--- config.mk ---
export PLATFORM = sky130hd
export DESIGN_NAME = raster_timing_gen
export DESIGN_NICKNAME = d
export VERILOG_FILES = /design/src/rtl/rtg_pkg.sv /design/src/rtl/rtg_datapath.sv /design/src/rtl/rtg_control.sv /design/src/rtl/raster_timing_gen.sv
export SDC_FILE = /design/constraint.sdc
export NUM_CORES = 1
export LEC_CHECK = 0
export ABC_AREA = 1
export BUFFER_PORTS_ARGS = -buffer_cell sky130_fd_sc_hd__buf_4
export CAP_MARGIN = 20
export CORE_MARGIN = 3
export CORE_UTILIZATION = 46
export CTS_CLUSTER_SIZE = 28
export DETAILED_ROUTE_END_ITERATION = 12
export HOLD_SLACK_MARGIN = 0.1
export PLACE_DENSITY = 0.72
export SLEW_MARGIN = 30
export SYNTH_ARGS = -nofsm -noshare
export SYNTH_HDL_FRONTEND = slang
export SYNTH_SLANG_ARGS = --single-unit
--- constraint.sdc ---
create_clock -name clk -period 2.9 [get_ports clk]
set_input_delay 0.435 -clock clk [delete_from_list [all_inputs] [get_ports clk]]
set_output_delay 0.435 -clock clk [all_outputs]
set_load 0.1 [all_outputs]
--- src/rtl/rtg_pkg.sv ---
package rtg_pkg;
  // strobes issued by the phase control to the datapath
  typedef struct packed {
    logic hStep;
    logic lineEnd;
    logic vStep;
    logic frameEnd;
    logic restart;
  } rtgStrobe_t;

  // comparison results and host events from the datapath
  typedef struct packed {
    logic hMatch;
    logic vMatch;
    logic restartReq;
  } rtgFlags_t;

  localparam int unsigned NUM_BOUNDS = 4;
  localparam int unsigned ADDR_VBASE = 4;
  localparam int unsigned ADDR_POL   = 8;
  localparam int unsigned ADDR_LINE  = 9;
  localparam int unsigned ADDR_CLR   = 10;
endpackage

--- src/rtl/rtg_datapath.sv ---
module rtg_datapath
  import rtg_pkg::*;
#(
  parameter int unsigned HW    = 11,
  parameter int unsigned VW    = 10,
  parameter int unsigned HDROP = 3,
  parameter int unsigned VDROP = 1,
  parameter int unsigned AW    = 4,
  parameter int unsigned DW    = 16
) (
  input  logic          clk,
  input  logic          rst,
  input  logic          hostWe,
  input  logic [AW-1:0] hostAddr,
  input  logic [DW-1:0] hostData,
  input  rtgStrobe_t    strobe,
  input  logic [1:0]    hPhase,
  input  logic [1:0]    vPhase,
  output rtgFlags_t     flags,
  output logic [HW-1:0] hCnt,
  output logic [VW-1:0] vCnt,
  output logic          hPol,
  output logic          vPol,
  output logic          lineIrq
);
  logic [HW-1:0] hBoundArr [NUM_BOUNDS];
  logic [VW-1:0] vBoundArr [NUM_BOUNDS];
  logic [VW-1:0] irqLine;
  logic [HW-1:0] hSel;
  logic [VW-1:0] vSel;
  logic          irqSet;
  logic          irqClr;

  genvar gi;
  generate
    for (gi = 0; gi < NUM_BOUNDS; gi++) begin : gBound
      logic [HW-1:0] hVal;
      logic [VW-1:0] vVal;
      always_ff @(posedge clk) begin
        if (rst) begin
          hVal <= '0;
          vVal <= '0;
        end else if (hostWe) begin
          if (hostAddr == AW'(gi)) hVal <= hostData[HW-1:0];
          if (hostAddr == AW'(gi + ADDR_VBASE)) vVal <= hostData[VW-1:0];
        end
      end
      assign hBoundArr[gi] = hVal;
      assign vBoundArr[gi] = vVal;
    end
  endgenerate

  always_ff @(posedge clk) begin
    if (rst) begin
      hPol    <= 1'b0;
      vPol    <= 1'b0;
      irqLine <= '1;
    end else if (hostWe) begin
      if (hostAddr == AW'(ADDR_POL)) begin
        hPol <= hostData[0];
        vPol <= hostData[1];
      end
      if (hostAddr == AW'(ADDR_LINE)) irqLine <= hostData[VW-1:0];
    end
  end

  assign hSel = hBoundArr[hPhase];
  assign vSel = vBoundArr[vPhase];

  // compare only the cell / pair index, step on the last count of it
  assign flags.hMatch = (hCnt[HW-1:HDROP] == hSel[HW-1:HDROP]) && (&hCnt[HDROP-1:0]);
  assign flags.vMatch = (vCnt[VW-1:VDROP] == vSel[VW-1:VDROP]) && (&vCnt[VDROP-1:0]);
  assign flags.restartReq = hostWe && (hostAddr <= AW'(ADDR_POL));

  always_ff @(posedge clk) begin
    if (rst || strobe.restart || strobe.lineEnd) hCnt <= '0;
    else                                         hCnt <= hCnt + 1'b1;
  end

  always_ff @(posedge clk) begin
    if (rst || strobe.restart || strobe.frameEnd) vCnt <= '0;
    else if (strobe.lineEnd)                      vCnt <= vCnt + 1'b1;
  end

  assign irqSet = (hCnt == '0) && (vCnt == irqLine);
  assign irqClr = hostWe && (hostAddr == AW'(ADDR_CLR));

  always_ff @(posedge clk) begin
    if (rst)         lineIrq <= 1'b0;
    else if (irqSet) lineIrq <= 1'b1;
    else if (irqClr) lineIrq <= 1'b0;
  end


  line_wrap_chk: assert property (@(posedge clk) disable iff (rst)
    strobe.lineEnd |=> (hCnt == '0));

  vcnt_hold_chk: assert property (@(posedge clk) disable iff (rst)
    (!strobe.lineEnd && !strobe.restart) |=> $stable(vCnt));

  irq_cause_chk: assert property (@(posedge clk) disable iff (rst)
    $rose(lineIrq) |-> ($past(hCnt) == '0) && ($past(vCnt) == $past(irqLine)));

  irq_clear_chk: assert property (@(posedge clk) disable iff (rst)
    (irqClr && !irqSet) |=> !lineIrq);
endmodule

--- src/rtl/rtg_control.sv ---
module rtg_control
  import rtg_pkg::*;
(
  input  logic       clk,
  input  logic       rst,
  input  rtgFlags_t  flags,
  input  logic       hPol,
  input  logic       vPol,
  output rtgStrobe_t strobe,
  output logic [1:0] hPhase,
  output logic [1:0] vPhase,
  output logic       blank,
  output logic       hSync,
  output logic       vSync
);
  localparam logic [1:0] PH_ACTIVE = 2'd0;
  localparam logic [1:0] PH_SYNC   = 2'd2;
  localparam logic [1:0] PH_BACK   = 2'd3;

  always_comb begin
    strobe.restart  = flags.restartReq;
    strobe.hStep    = flags.hMatch;
    strobe.lineEnd  = flags.hMatch && (hPhase == PH_BACK);
    strobe.vStep    = strobe.lineEnd && flags.vMatch;
    strobe.frameEnd = strobe.vStep && (vPhase == PH_BACK);
  end

  always_ff @(posedge clk) begin
    if (rst || strobe.restart) hPhase <= PH_ACTIVE;
    else if (strobe.hStep)     hPhase <= hPhase + 2'd1;
  end

  always_ff @(posedge clk) begin
    if (rst || strobe.restart) vPhase <= PH_ACTIVE;
    else if (strobe.vStep)     vPhase <= vPhase + 2'd1;
  end

  assign blank = (hPhase != PH_ACTIVE) || (vPhase != PH_ACTIVE);
  assign hSync = (hPhase == PH_SYNC) ^ hPol;
  assign vSync = (vPhase == PH_SYNC) ^ vPol;


  hphase_wrap_chk: assert property (@(posedge clk) disable iff (rst)
    (flags.hMatch && hPhase == PH_BACK) |=> (hPhase == PH_ACTIVE));

  vphase_hold_chk: assert property (@(posedge clk) disable iff (rst)
    (!flags.hMatch && !flags.restartReq) |=> $stable(vPhase));

  restart_phase_chk: assert property (@(posedge clk) disable iff (rst)
    flags.restartReq |=> (hPhase == PH_ACTIVE) && (vPhase == PH_ACTIVE));
endmodule

--- src/rtl/raster_timing_gen.sv ---
module raster_timing_gen
  import rtg_pkg::*;
#(
  parameter int unsigned HW    = 11,
  parameter int unsigned VW    = 10,
  parameter int unsigned HDROP = 3,
  parameter int unsigned VDROP = 1,
  parameter int unsigned AW    = 4,
  parameter int unsigned DW    = 16
) (
  input  logic          clk,
  input  logic          rst,
  input  logic          hostWe,
  input  logic [AW-1:0] hostAddr,
  input  logic [DW-1:0] hostData,
  output logic [HW-1:0] hCount,
  output logic [VW-1:0] vCount,
  output logic          blank,
  output logic          hSync,
  output logic          vSync,
  output logic          lineIrq
);
  rtgStrobe_t strobe;
  rtgFlags_t  flags;
  logic [1:0] hPhase;
  logic [1:0] vPhase;
  logic       hPol;
  logic       vPol;

  rtg_datapath #(
    .HW(HW), .VW(VW), .HDROP(HDROP), .VDROP(VDROP), .AW(AW), .DW(DW)
  ) uDatapath (
    .clk(clk), .rst(rst), .hostWe(hostWe), .hostAddr(hostAddr),
    .hostData(hostData), .strobe(strobe), .hPhase(hPhase), .vPhase(vPhase),
    .flags(flags), .hCnt(hCount), .vCnt(vCount), .hPol(hPol), .vPol(vPol),
    .lineIrq(lineIrq)
  );

  rtg_control uControl (
    .clk(clk), .rst(rst), .flags(flags), .hPol(hPol), .vPol(vPol),
    .strobe(strobe), .hPhase(hPhase), .vPhase(vPhase),
    .blank(blank), .hSync(hSync), .vSync(vSync)
  );
endmodule

* Word level (Yosys, flattened, before mapping)
Cells that the tools add are included.
** Storage, ports and cells
- Flip-flop bits (word level) :: 122
- Output and inout port bits :: 25
- Logic and storage cells :: 80
- Input port bits :: 23
** Operators by class
- Reduce and logical (&&, ||, !) cells :: 28
- Add/subtract/negate cells :: 4
- Bitwise operators :: 4
- Equality and inequality tests :: 17
- Muxes and demuxes :: 8
- Magnitude comparators :: 3
** Operators by type and width (count)
- $bmux W11 S2 :: 1
- $mux W11 :: 2
- $bmux W10 S2 :: 1
- $mux W10 :: 2
- $reduce_and A2 Y1 :: 10
- $eq A4 B3 Y1 const B :: 4
- $eq A4 B4 Y1 const B :: 3
- $add A11 B1 Y11 const B :: 1
- $logic_not A11 Y1 :: 1
- $add A10 B1 Y10 const B :: 1
- $eq A10 B10 Y1 :: 1
- $eq A9 B9 Y1 :: 1
- $eq A2 B2 Y1 const B :: 4
- $eq A4 B2 Y1 const B :: 2
- $eq A8 B8 Y1 :: 1
- $logic_and A1 B1 Y1 :: 8
- $ge A3 B3 Y1 const B :: 2
- $not A2 Y3 :: 2
- $reduce_bool A2 Y1 :: 3
- $add A2 B1 Y2 const B :: 2
- $eq A4 B1 Y1 const B :: 1
- $le A4 B4 Y1 const B :: 1
- $logic_not A4 Y1 :: 1
- $logic_or A1 B1 Y1 :: 4
- other kinds (3) :: 5

* Depth between registers and ports, before layout
- Depth after elaboration :: 10
- Mapped depth :: 17
- Depth with buffers taken out :: 15

* Hierarchy
From an unflattened synthesis, not the netlist that was laid out.
** Unflattened totals
- Cell total of the unflattened synthesis :: 771
- Area total of the unflattened synthesis :: 5208.7 um^2
** Modules (own cells, without submodules)
- rtg_datapath :: sequential area each 2042.0 um^2, area each 4897.2 um^2, cells an instance 730, times used 1
- rtg_control :: sequential area each 80.1 um^2, area each 311.5 um^2, cells an instance 41, times used 1

* Worst setup path before layout
No wires, ideal clock.
- Kind :: register to output
- Start point :: register uControl.hPhase[0]
- End point :: output hSync
- Buffers on the path :: 2
- Path slack :: 198 ps
- Arrival time :: 2267 ps
- Cell stages (with the launch flop) :: 6
- Required time :: 2465 ps
- Cells stage by stage :: dfxtp_1 -> buf_6 -> inv_8 -> buf_12 -> ha_1 -> xor2_1
** On the way
- Word-level cells in the longest chain between the ends :: 2
** RTL lines
- from (decl) :: line rtg_control.sv:10 : output logic [1:0] hPhase,
- from (signal assigned) :: line rtg_control.sv:30 : else if (strobe.hStep) hPhase <= hPhase + 2'd1;
- $eq A2 B2 Y1 :: line rtg_control.sv:39 : assign hSync = (hPhase == PH_SYNC) ^ hPol;
- $xor A1 B1 Y1 :: line rtg_control.sv:39
- to (decl) :: line raster_timing_gen.sv:19 : output logic hSync,
Every way passes these cells.

* Worst setup path in the final report
- Start point :: register uControl.hPhase[0]
- End point :: register uDatapath.hCnt[3]
** On the way
- Word-level cells in the longest chain between the ends :: 8
- Elaborated cells on any way between the ends :: 9
- Classes of those cells :: 2 x eq/ne; 3 x mux; 1 x bitwise; 3 x reduce/logical
** RTL lines
- $not A2 Y3 (not written as such) :: line rtg_datapath.sv:67 : assign hSel = hBoundArr[hPhase];
- $bmux W11 S2 :: line rtg_datapath.sv:67
- $mux W11 (not written as such) (2 in series) :: line rtg_datapath.sv:67
- $eq A8 B8 Y1 :: line rtg_datapath.sv:71 : assign flags.hMatch = (hCnt[HW-1:HDROP] == hSel[HW-1:HDROP]) && (&hCnt[HDROP-1:0]);
- $logic_and A1 B1 Y1 :: line rtg_datapath.sv:71
- $logic_and A1 B1 Y1 * :: line rtg_control.sv:23 : strobe.lineEnd = flags.hMatch && (hPhase == PH_BACK);
- $logic_or A1 B1 Y1 * :: line rtg_datapath.sv:76 : if (rst || strobe.restart || strobe.lineEnd) hCnt <= '0;
- to (signal assigned) :: line rtg_datapath.sv:77 : else hCnt <= hCnt + 1'b1;
- to (decl) :: line rtg_datapath.sv:20 : output logic [HW-1:0] hCnt,
Every way passes the cells marked *; elsewhere a longest branch is shown, timed or not. The select of a mux whose other input is x is not followed.
A chain may end at the register's enable or synchronous reset.

==> flow_summary.json <==
{
  "r2r_setup_slack_ps": 540,
  "crit_path_top_delay_cell": "dfxtp_1",
  "avgSynthCellArea_sq_um": 6.81,
  "stdcell_count": 982,
  "ys_seq_area_share_pct": 39.1,
  "ys_types": 40,
  "clock_latency_ps": 350,
  "place_hpwl_um": 9450,
  "antenna_found_initial": 0,
  "cts.sinks": 106,
  "ys.flop_type": "dfxtp_1",
  "die_area_sq_um": 13100,
  "path_clk_slew_ps": 70,
  "rr_startpoint": "uControl.hPhase[0]$_SDFFE_PP0P_",
  "multi_input_area_sq_um": 2850,
  "yosysWarningCount": 0,
  "htreeDepth": 3,
  "fp.dieW_um": 115,
  "fillers": 1128,
  "maxCapViolCount": 0,
  "status": "completed",
  "vias": 4991,
  "path_buf_inv": 1,
  "finalSetupViolCount": 0,
  "grt_pass1_wl_um": 22700,
  "min_from": "rst",
  "placed_cells": 966,
  "syn_area_sq_um": 5420,
  "cp.required_ps": 3120,
  "worstPathCellList": "buf_4 > nand2_1 > nand3_1 > nand2_2 > nand2_2 > nand2_1 > nor2_2 > nand3_4 > nor2_8 > nand2_4 > nand2_2 > nor3b_1",
  "post_dp_cell_area_sq_um": 5850,
  "fmax_ghz": 0.424,
  "grt_max_degree": 80,
  "tns_ps": 0,
  "cp_slowest_stage_delay_ps": 620,
  "syn_nets": 829,
  "yosysTopAreaCellShare_pct": 39.1,
  "critical_path_class": "reg -> reg",
  "final_util_pct": 53.7,
  "clock_path_buffers": 2,
  "cp-start-kind": "flop",
  "finalHoldViolations": 0,
  "post-place-ws_ps": 540,
  "cts_buffers": 9,
  "drive_gt1_share_pct": 13.6,
  "netlist_instances": 796,
  "register_area_sq_um": 2120,
  "endpoint_kind": "flop",
  "drtAntennaViolNets": 0,
  "setup_slack_ps": 539,
  "arrival_ps": 2580,
  "design_area_sq_um": 6160,
  "rsz0062_at_grt": "false",
  "finalMaxSlewViolations": 0,
  "synth_seq_cells": 106,
  "drc": 0,
  "setup.worst_path.start": "uControl.hPhase[0]$_SDFFE_PP0P_",
  "cp_max_fo": 11,
  "async_reset_ff_share_pct": 0,
  "routed_wl_um": 13500,
  "finalClockSkew_ps": 7.23,
  "grt_usage_pct": 21.5,
  "dr.pass1.iters": 5,
  "yosys.area.top_type": "dfxtp_1",
  "grt-ovfl-total": 0,
  "grt_pass1_vias": 4499,
  "hold_buffers": 0,
  "die_h_um": 115,
  "critical_path.top_delay_family": "simple AND/OR/NAND/NOR gates",
  "maxSlewHeadroom_pct": 38.5,
  "drt_iter0_drc": 506,
  "holdCritPathClass": "in -> reg",
  "p_leak_uw": 0.00270,
  "routedWlPerCell_um": 13.8,
  "cts_resized": 0,
  "worst_pin_slew_ps": 916,
  "io_buffers": 42,
  "ys_top_cells_by_count": "175 x nand2_1, 155 x nor2_1, 106 x dfxtp_1",
  "cts_tree": "yes",
  "worst_path_most_repeated_cell": "nand2_2",
  "synth-edff-count": 0,
  "rows": 39,
  "fin_nets": 867,
  "syn_to_final_growth_pct": 13.6,
  "post-route-min-period_ps": 2360,
  "yosys-top-cells-area": "dfxtp_1 39%, nand2_1 12%, nor2_1 11%, o21ai_0 6.8%, nand3_1 6.0%",
  "ios": 48,
  "initial_core_util_pct": 47.3,
  "post-route-period-util_pct": 81.4,
  "coreArea_sq_um": 11500,
  "root_buffer": "clkbuf_16",
  "cellPowerDensity_nw_per_um2": 481,
  "cts_setup_buffers": 0,
  "place.gp.congestion": 0.851,
  "synth_most_common_cell": "nand2_1",
  "irDropWorstVdd_mv": 0.253,
  "num_antenna_cells": 0,
  "vias_per_cell": 5.08
}
[layout make-up]
type / instances / share of cell area, %
multi-input combinational: 588 / 46.3
clock inverter: 5 / 1.02
clock buffer: 11 / 3.94
inverter: 73 / 4.57
sequential: 106 / 34.5
tap: 143 / 2.90
timing repair buffer: 56 / 6.83
[layer usage]
metal	GRT usage [%]	part of all wire (%)	vias up	wire length, um
li1	-	-	2622	-
met1	32.5	51	2237	6880
met2	31.7	43	118	5820
met3	3.01	4.7	14	641
met4	6.02	1.2	0	167
met5	0	0	-	0
[stage by stage]
step                hold slack, ps  power, uW
floorplan                      424       1670
global placement               432       1730
detailed placement             436       1730
CTS                            265       2970
global route                   269       3060
finish                         267       2960
[where the power goes]
part	switching [uW]	internal, uW
clock	561	699
combinational	141	61.2
sequential	16.0	1480
[logic make-up after synthesis]
group / Yosys count / synth area share [%]
AO/OA/AOI/OAI: 102 / 9.69
XOR/XNOR: 16 / 2.58
adder cells (fa/ha/maj): 10 / 2.31
buffers and inverters: 102 / 8.30
AND/OR/NAND/NOR: 460 / 38.0
flip-flops: 106 / 39.1
[final timing paths]
check	to	cells after the start
setup / recovery	uDatapath.hCnt[3]$_SDFF_PP0_	12
hold / removal	uDatapath.lineIrq$_SDFFE_PP0P_	2
setup reg to reg	uDatapath.hCnt[3]$_SDFF_PP0_	12
hold reg to reg	uDatapath.gBound[3].hVal[9]$_SDFFE_PP0P_	2
[registers in the layout, indices dropped and copies added, names as in the netlist]
register / count
uDatapath.hCnt: 11
uDatapath.gBound.hVal: 32
uDatapath.gBound.vVal: 36
uDatapath.hPol: 1
uDatapath.vCnt: 10
uDatapath.lineIrq: 1
uControl.hPhase: 2
uDatapath.vPol: 1
uDatapath.irqLine: 10
uControl.vPhase: 2
[cells in the final DEF, fill, tap and decap left out, drive strengths merged]
master and instances:
nor3b 3, clkinv 6, o21ai 75, a211oi 2, nor2b 1, nor3 7
inv 69, nand2 186, o21a 1, nand3b 4, o22ai 3, xor2 14
nor4 2, xnor2 2, clkbuf 11, a21oi 20, nand4 15, nand3 72
ha 10, dfxtp 106, clkinvlp 2, buf 56, a221oi 1, bufinv 1
nor2 170
Power figures use the tool's default switching activity.
